File: config.mk
export PLATFORM = sky130hd
export DESIGN_NAME = oob_gap_detector
export DESIGN_NICKNAME = d
export VERILOG_FILES = /design/src/rtl/oob_det_pkg.sv /design/src/rtl/oob_run_meter.sv /design/src/rtl/oob_win_check.sv /design/src/rtl/oob_pair_seq.sv /design/src/rtl/oob_gap_detector.sv
export SDC_FILE = /design/constraint.sdc
export NUM_CORES = 1
export LEC_CHECK = 0
export BUFFER_PORTS_ARGS = -buffer_cell sky130_fd_sc_hd__buf_2
export CORE_MARGIN = 2
export CORE_UTILIZATION = 40
export CTS_BUF_LIST = sky130_fd_sc_hd__clkbuf_4 sky130_fd_sc_hd__clkbuf_8
export CTS_CLUSTER_DIAMETER = 80
export DETAILED_ROUTE_END_ITERATION = 10
export GPL_TIMING_DRIVEN = 0
export PLACE_DENSITY = 0.66
export SLEW_MARGIN = 20
export SYNTH_ARGS = -nofsm -noshare
export SYNTH_HDL_FRONTEND = slang
export SYNTH_SLANG_ARGS = --single-unit
File: constraint.sdc
create_clock -name clk -period 1.5 [get_ports clk]
set_input_delay 0.225 -clock clk [delete_from_list [all_inputs] [get_ports clk]]
set_output_delay 0.225 -clock clk [all_outputs]
set_load 0.05 [all_outputs]
File: src/rtl/oob_det_pkg.sv
package oob_det_pkg;

  // Class of one idle gap following a valid burst
  typedef enum logic [1:0] {
    GAP_BAD  = 2'd0,
    GAP_WAKE = 2'd1,
    GAP_RST  = 2'd2
  } gap_cls_e;

  // Lower window edge in cycles: round up
  function automatic int ps_lo_cycles(input int lim_ps, input int clk_ps);
    return (lim_ps + clk_ps - 1) / clk_ps;
  endfunction

  // Upper window edge in cycles: round down
  function automatic int ps_hi_cycles(input int lim_ps, input int clk_ps);
    return lim_ps / clk_ps;
  endfunction

  function automatic int max2(input int a, input int b);
    return (a > b) ? a : b;
  endfunction

endpackage

File: src/rtl/oob_run_meter.sv
// Measures high and low runs of the activity bit and flags over-long idle.
module oob_run_meter #(
  parameter int LIM = 326,   // saturation value of the run counter
  parameter int TMO = 324,   // longest legal gap; one more low sample ends the sequence
  parameter int LW  = 9
) (
  input  logic          clk,
  input  logic          rst_n,
  input  logic          act,
  output logic          run_end,
  output logic          run_was_burst,
  output logic [LW-1:0] run_len,
  output logic          idle_tmo
);

  logic          prev;
  logic [LW-1:0] len;

  always_ff @(posedge clk) begin
    if (!rst_n) begin
      prev          <= 1'b0;
      len           <= LW'(LIM);
      run_end       <= 1'b0;
      run_was_burst <= 1'b0;
      run_len       <= '0;
      idle_tmo      <= 1'b0;
    end else begin
      prev     <= act;
      run_end  <= (act != prev);
      idle_tmo <= 1'b0;
      if (act != prev) begin
        run_len       <= len;
        run_was_burst <= prev;
        len           <= LW'(1);
      end else begin
        if (len < LW'(LIM)) len <= len + LW'(1);
        if (!act && len == LW'(TMO)) idle_tmo <= 1'b1;
      end
    end
  end

  p_end_len_pos_r2: assert property (@(posedge clk) disable iff (!rst_n)
    run_end |-> (run_len != '0));
  p_tmo_on_low_r6: assert property (@(posedge clk) disable iff (!rst_n)
    idle_tmo |-> !$past(act));
  p_tmo_not_end_r6: assert property (@(posedge clk) disable iff (!rst_n)
    !(idle_tmo && run_end));

endmodule

File: src/rtl/oob_win_check.sv
// Compares a measured run length against the burst and gap windows.
module oob_win_check
  import oob_det_pkg::*;
#(
  parameter int B_LO = 104,
  parameter int B_HI = 109,
  parameter int W_LO = 104,
  parameter int W_HI = 109,
  parameter int R_LO = 310,
  parameter int R_HI = 324,
  parameter int LW   = 9
) (
  input  logic [LW-1:0] run_len,
  output logic          burst_ok,
  output gap_cls_e      gap_cls
);

  always_comb begin
    burst_ok = (run_len >= LW'(B_LO)) && (run_len <= LW'(B_HI));
    if ((run_len >= LW'(W_LO)) && (run_len <= LW'(W_HI)))
      gap_cls = GAP_WAKE;
    else if ((run_len >= LW'(R_LO)) && (run_len <= LW'(R_HI)))
      gap_cls = GAP_RST;
    else
      gap_cls = GAP_BAD;
  end

endmodule

File: src/rtl/oob_pair_seq.sv
// Counts consecutive same-class burst/gap pairs and issues detections.
module oob_pair_seq
  import oob_det_pkg::*;
#(
  parameter int PAIRS = 4,
  parameter int CW    = 3
) (
  input  logic     clk,
  input  logic     rst_n,
  input  logic     run_end,
  input  logic     run_was_burst,
  input  logic     burst_ok,
  input  gap_cls_e gap_cls,
  input  logic     idle_tmo,
  output logic     det_wake,
  output logic     det_rst,
  output logic     tim_err
);

  logic [CW-1:0] cnt;
  logic [CW-1:0] cnt_inc;
  gap_cls_e      cls_q;
  logic          armed;   // a valid burst awaits its gap

  always_comb begin
    if (cnt != '0 && gap_cls != cls_q) cnt_inc = CW'(1);
    else                               cnt_inc = cnt + CW'(1);
  end

  always_ff @(posedge clk) begin
    if (!rst_n) begin
      cnt      <= '0;
      cls_q    <= GAP_BAD;
      armed    <= 1'b0;
      det_wake <= 1'b0;
      det_rst  <= 1'b0;
      tim_err  <= 1'b0;
    end else begin
      det_wake <= 1'b0;
      det_rst  <= 1'b0;
      tim_err  <= 1'b0;
      if (idle_tmo) begin
        cnt   <= '0;
        armed <= 1'b0;
      end else if (run_end && run_was_burst) begin
        if (burst_ok) begin
          armed <= 1'b1;
        end else begin
          armed   <= 1'b0;
          cnt     <= '0;
          tim_err <= 1'b1;
        end
      end else if (run_end && armed) begin
        armed <= 1'b0;
        if (gap_cls == GAP_BAD) begin
          cnt     <= '0;
          tim_err <= 1'b1;
        end else begin
          cls_q <= gap_cls;
          if (cnt_inc == CW'(PAIRS)) begin
            cnt      <= '0;
            det_wake <= (gap_cls == GAP_WAKE);
            det_rst  <= (gap_cls == GAP_RST);
          end else begin
            cnt <= cnt_inc;
          end
        end
      end
    end
  end

  p_cnt_bound_r8: assert property (@(posedge clk) disable iff (!rst_n)
    cnt < CW'(PAIRS));
  p_det_pulse_r10: assert property (@(posedge clk) disable iff (!rst_n)
    (det_wake || det_rst) |=> !(det_wake || det_rst));
  p_det_after_end_r3: assert property (@(posedge clk) disable iff (!rst_n)
    (det_wake || det_rst) |-> $past(run_end));
  p_tmo_quiet_r6: assert property (@(posedge clk) disable iff (!rst_n)
    $past(idle_tmo) |-> !tim_err);

endmodule

File: src/rtl/oob_gap_detector.sv
module oob_gap_detector
  import oob_det_pkg::*;
#(
  parameter int CLK_PS     = 1000,
  parameter int BURST_LO_PS = 103500,
  parameter int BURST_HI_PS = 109900,
  parameter int WAKE_LO_PS  = 103500,
  parameter int WAKE_HI_PS  = 109900,
  parameter int RST_LO_PS   = 310000,
  parameter int RST_HI_PS   = 324000,
  parameter int PAIRS       = 4
) (
  input  logic clk,
  input  logic rst_n,
  input  logic line_active,
  input  logic is_host,
  output logic comwake_det,
  output logic cominit_det,
  output logic comreset_det,
  output logic timing_err
);

  localparam int B_LO  = ps_lo_cycles(BURST_LO_PS, CLK_PS);
  localparam int B_HI  = ps_hi_cycles(BURST_HI_PS, CLK_PS);
  localparam int W_LO  = ps_lo_cycles(WAKE_LO_PS, CLK_PS);
  localparam int W_HI  = ps_hi_cycles(WAKE_HI_PS, CLK_PS);
  localparam int R_LO  = ps_lo_cycles(RST_LO_PS, CLK_PS);
  localparam int R_HI  = ps_hi_cycles(RST_HI_PS, CLK_PS);
  localparam int TMO   = max2(W_HI, R_HI);
  localparam int LIM   = max2(TMO, B_HI) + 1;
  localparam int LW    = $clog2(LIM + 1);
  localparam int CW    = $clog2(PAIRS + 1);

  logic          run_end;
  logic          run_was_burst;
  logic [LW-1:0] run_len;
  logic          idle_tmo;
  logic          burst_ok;
  gap_cls_e      gap_cls;
  logic          det_rst;

  oob_run_meter #(.LIM(LIM), .TMO(TMO), .LW(LW)) u_meter (
    .clk(clk), .rst_n(rst_n), .act(line_active),
    .run_end(run_end), .run_was_burst(run_was_burst),
    .run_len(run_len), .idle_tmo(idle_tmo)
  );

  oob_win_check #(.B_LO(B_LO), .B_HI(B_HI), .W_LO(W_LO), .W_HI(W_HI),
                  .R_LO(R_LO), .R_HI(R_HI), .LW(LW)) u_win (
    .run_len(run_len), .burst_ok(burst_ok), .gap_cls(gap_cls)
  );

  oob_pair_seq #(.PAIRS(PAIRS), .CW(CW)) u_seq (
    .clk(clk), .rst_n(rst_n), .run_end(run_end),
    .run_was_burst(run_was_burst), .burst_ok(burst_ok),
    .gap_cls(gap_cls), .idle_tmo(idle_tmo),
    .det_wake(comwake_det), .det_rst(det_rst), .tim_err(timing_err)
  );

  assign cominit_det  = det_rst &  is_host;
  assign comreset_det = det_rst & ~is_host;

  p_one_output_r10: assert property (@(posedge clk) disable iff (!rst_n)
    $onehot0({comwake_det, cominit_det, comreset_det, timing_err}));
  p_err_pulse_r10: assert property (@(posedge clk) disable iff (!rst_n)
    timing_err |=> !timing_err);

endmodule

==> results by group <==
Floorplanning
  – Area of the core region: 3660 um^2
  – Total Die Area: ~4300 um^2
  – Initial cell density of the core: 0.417
  – Number of placement rows: 22
  – Die Ht: between 60 and 70 um
  – X dimension of the die: 65.8 um
  – I/O pin count: 8

Global route
  – Overall fraction of global-route tracks in use: 0.179
  – First-pass GRT wire length: 5860 um
  – Maximum number of pins on one net before global-route repair: 11
  – Number of global-route vias before repair: 1312
  – Overflow after GRT: 0
  – Number of antenna violations at the first check in global routing: 0

Synthesis
  – Area share of xor/xnor cells in the synthesized design: 0.0459
  – Top cell type by total area after synthesis: dfxtp_1
  – Number of warning messages in the yosys log: 0
  – Post-Syn Area per Cell: 9.26 um^2
  – Post-Synthesis Cell Area: 1530 um^2
  – Most common cell in the netlist: dfxtp_1
  – Async set-reset flop share out of synthesis: 0
  – Largest cells by area after synthesis: dfxtp_1 41%, a22o_1 4.6%, xor2_1 3.4%
  – Share of Yosys cell area claimed by the top area cell type: 0.406
  – Largest family of logic cells by synthesized area: compound AO/OA/AOI/OAI gates
  – Share of synthesized cell area in full adder, half adder and majority cells: 0.0328
  – Most common flop cell mapped by yosys: dfxtp_1
  – Simple-gate area share of the yosys netlist: 0.233
  – Number of flip-flops and latches in the synthesized netlist: 31
  – Number of enable flip-flop cells after synthesis: 0
  – Fraction of the mapped netlist area in compound gates: 0.244
  – Post-Synthesis Cells: ~170
  – Number of library cell types mapped by synthesis: 49
  – Syn Nets: 173
  – Commonest cells in the synthesized netlist: 31 x dfxtp_1, 12 x nor2_1, 11 x inv_1
  – Share of cell area taken by muxes after synthesis: 0
  – Sequential-to-total area share from yosys stat: 0.406

Final layout
  – Final Util: 0.549
  – Area delta synth->final: 31.6%
  – Antenna diodes: 0
  – Share of post-route cells with drive strength above 1: 0.367
  – Filler instances: 328
  – Fin nets: ~200

Timing
  – Hold WS: about 0.15 ns
  – Slew Limit Headroom: 0.625
  – Slack of the critical path: -0.0871 ns
  – Final setup violation count: 5
  – Timing-limited maximum frequency: ~630 MHz
  – Transition at the pin with the smallest max-transition slack: between 0.5 and 0.6 ns
  – Fraction of the cycle the final worst path needs: 1.06
  – Final period demand of the worst path: between 1.5 and 2 ns
  – Total count of hold-check failures in the final report: 0
  – Sum Neg Setup Slack: -0.293 ns
  – Clock Skew: 0.00644 ns
  – Fin. max-slew vios: 0
  – Setup repair after global routing missed its margin: true

Power
  – Internal power contribution: 1.47 mW
  – Total power density per cell area: 970 nW/um^2
  – Share of total power in sequential cells: 0.457
  – Switch share: 0.245
  – Relative contribution of the clock network to total power: 0.443
  – Power share of the combinational group: 0.100
  – Post-layout total power: between 1.5 and 2 mW
  – Peak VDD IR: 0.000748 V
  – Switching component of the power: 0.479 mW
  – P_leak: 0.756 nW

Hold path
  – Cell depth of the worst min-delay path: 2
  – Worst Hold End: u_meter.idle_tmo$_SDFF_PP0_
  – Hold wc startpoint: line_active
  – HP Class: input pin to flip-flop

Route
  – Count of routing violations after the opening detailed-route iteration: 40
  – DRC violations left: 0
  – Mean routed wirelength per cell: between 10 and 15 um
  – Drt pass-1 iters: 4
  – Total wire length after detailed routing: 3540 um
  – Remaining antenna violation count: 0
  – Via Count: roughly 1.3k
  – Via-per-instance ratio: 5.62

Job
  – Number of violations of the max-capacitance limit: 0

Worst setup path
  – Crit path max fanout: 4
  – Depth of the most critical reg-to-reg path: 6
  – R2r startpoint: u_seq.cnt[0]$_SDFFE_PP0P_
  – Reg2Reg Capture Point: u_seq.cnt[1]$_SDFFE_PP0P_
  – Worst setup SP type: flip-flop
  – Data required, critical path: 1.67 ns
  – Data arrival, critical path: 1.76 ns
  – Type of the worst setup path: flip-flop to flip-flop
  – Endpoint class of the critical path: flip-flop
  – Internal reg-to-reg setup slack: -0.09 ns

Clocking
  – CTS Root Cell: clkbuf_8
  – TritonCTS sink count: 31
  – Clock buffers created by TritonCTS: 5
  – TritonCTS clock tree: yes
  – Worst-Skew Late Latency: 0.29 ns
  – Clock Pin Slew Worst Setup and Hold Paths: 0.07 ns
  – Clock Path Buffers: 2
  – Number of H-tree levels: 2

Outcome
  – Result of the run: complete, but fails checks
  – Violated checks: negative setup slack

Placement
  – Post-DP HPWL: 2420 um
  – Number of buffer cells added on primary ports: 6
  – Gpl congestion: 0.854
  – Minimum setup slack after placement: -0.137 ns
## worst max-delay path, stage by stage, from the launching register on
cell and delay, ns:
dfxtp_2 0.35, inv_4 0.04, ha_4 0.15, nor2b_4 0.13
or4_4 0.58, nand4b_4 0.13, o32ai_2 0.08
## metal layers
metal / up-vias / track usage / routed length (um)
met2: 31 / 0.304 / 1800
li1: 658 / - / -
met5: - / 0 / 0
met1: 628 / 0.202 / 1500
met3: 10 / 0.0562 / 157
met4: 0 / 0.0885 / 77
## layout by cell type, fill, tap and decap left out, types with 3 or more instances in the layout
cell	instances
dfxtp_1	19
nor2_1	11
dfxtp_2	11
inv_1	9
buf_4	9
a22o_1	8
buf_2	7
nand2_1	7
o21ai_1	6
xor2_1	6
clkbuf_8	6
o21ai_0	5
a21oi_1	5
and2_1	4
nand3_1	4
clkbuf_1	3
nand4_1	3
and3_1	3
ha_1	3
## repair_timing
item | 4_1_cts | 5_1_grt
resized for setup | 12 | 24
pin swaps | 8 | 8
hold buffers | 0 | 0
setup endpoints to repair | 8 | 13
setup buffers | 4 | 5
## per-stage QoR
step	cells	instance area (um^2)
after CTS	231	1890
after detailed placement	219	1660
after global placement	219	1660
after global routing	236	2010
after floorplan	165	1570
final	236	2010
## layout make-up
class,count,area [um^2],area share
plain buffers,4,16.3,0.00809
clock buffers,6,82.6,0.0411
clock inverters,2,35.0,0.0174
inverters,11,43.8,0.0218
multi-input cells,119,1040,0.516
flip-flops and latches,31,638,0.317
well taps,48,60.1,0.0299
repair buffers,15,97.6,0.0485
## how the worst max path moves through the flow
stage                              start                   endpoint  cells past startpoint
3_3_place_gp   u_seq.cnt[0]$_SDFFE_PP0P_   u_seq.det_rst$_SDFF_PP0_                      6
4_1_cts        u_seq.cnt[0]$_SDFFE_PP0P_  u_seq.cnt[1]$_SDFFE_PP0P_                      6
3_5_place_dp   u_seq.cnt[0]$_SDFFE_PP0P_   u_seq.det_rst$_SDFF_PP0_                      6
6_report       u_seq.cnt[0]$_SDFFE_PP0P_  u_seq.cnt[1]$_SDFFE_PP0P_                      6
2_1_floorplan  u_seq.cnt[0]$_SDFFE_PP0P_  u_seq.cnt[2]$_SDFFE_PP0P_                      6
5_1_grt        u_seq.cnt[0]$_SDFFE_PP0P_  u_seq.cnt[2]$_SDFFE_PP0P_                      7
## sequential cells by signal, summed over array words and instances, names as in the netlist
register,flops
u_meter.run_len,9
u_meter.run_was_burst,1
u_seq.cls_q,2
u_meter.len,9
u_meter.prev,1
u_meter.idle_tmo,1
u_seq.tim_err,1
u_meter.run_end,1
u_seq.det_wake,1
u_seq.armed,1
u_seq.det_rst,1
u_seq.cnt,3
## power by group through the flow
stage / combinational [mW] / clock, mW / sequential [mW]
global placement: 0.161 / 0 / 0.904
floorplan: 0.132 / 0 / 0.898
detailed placement: 0.165 / 0 / 0.906
CTS: 0.176 / 0.878 / 0.888
finish: 0.195 / 0.864 / 0.892
global route: 0.217 / 0.928 / 0.896
## kinds of logic after synthesis
| family | after synthesis |
|---|---|
| AO/OA/AOI/OAI | 48 |
| XOR/XNOR | 8 |
| adder cells (fa/ha/maj) | 4 |
| buffers and inverters | 15 |
| flip-flops | 31 |
| AND/OR/NAND/NOR | 59 |
(Power assumes the default switching activity.)
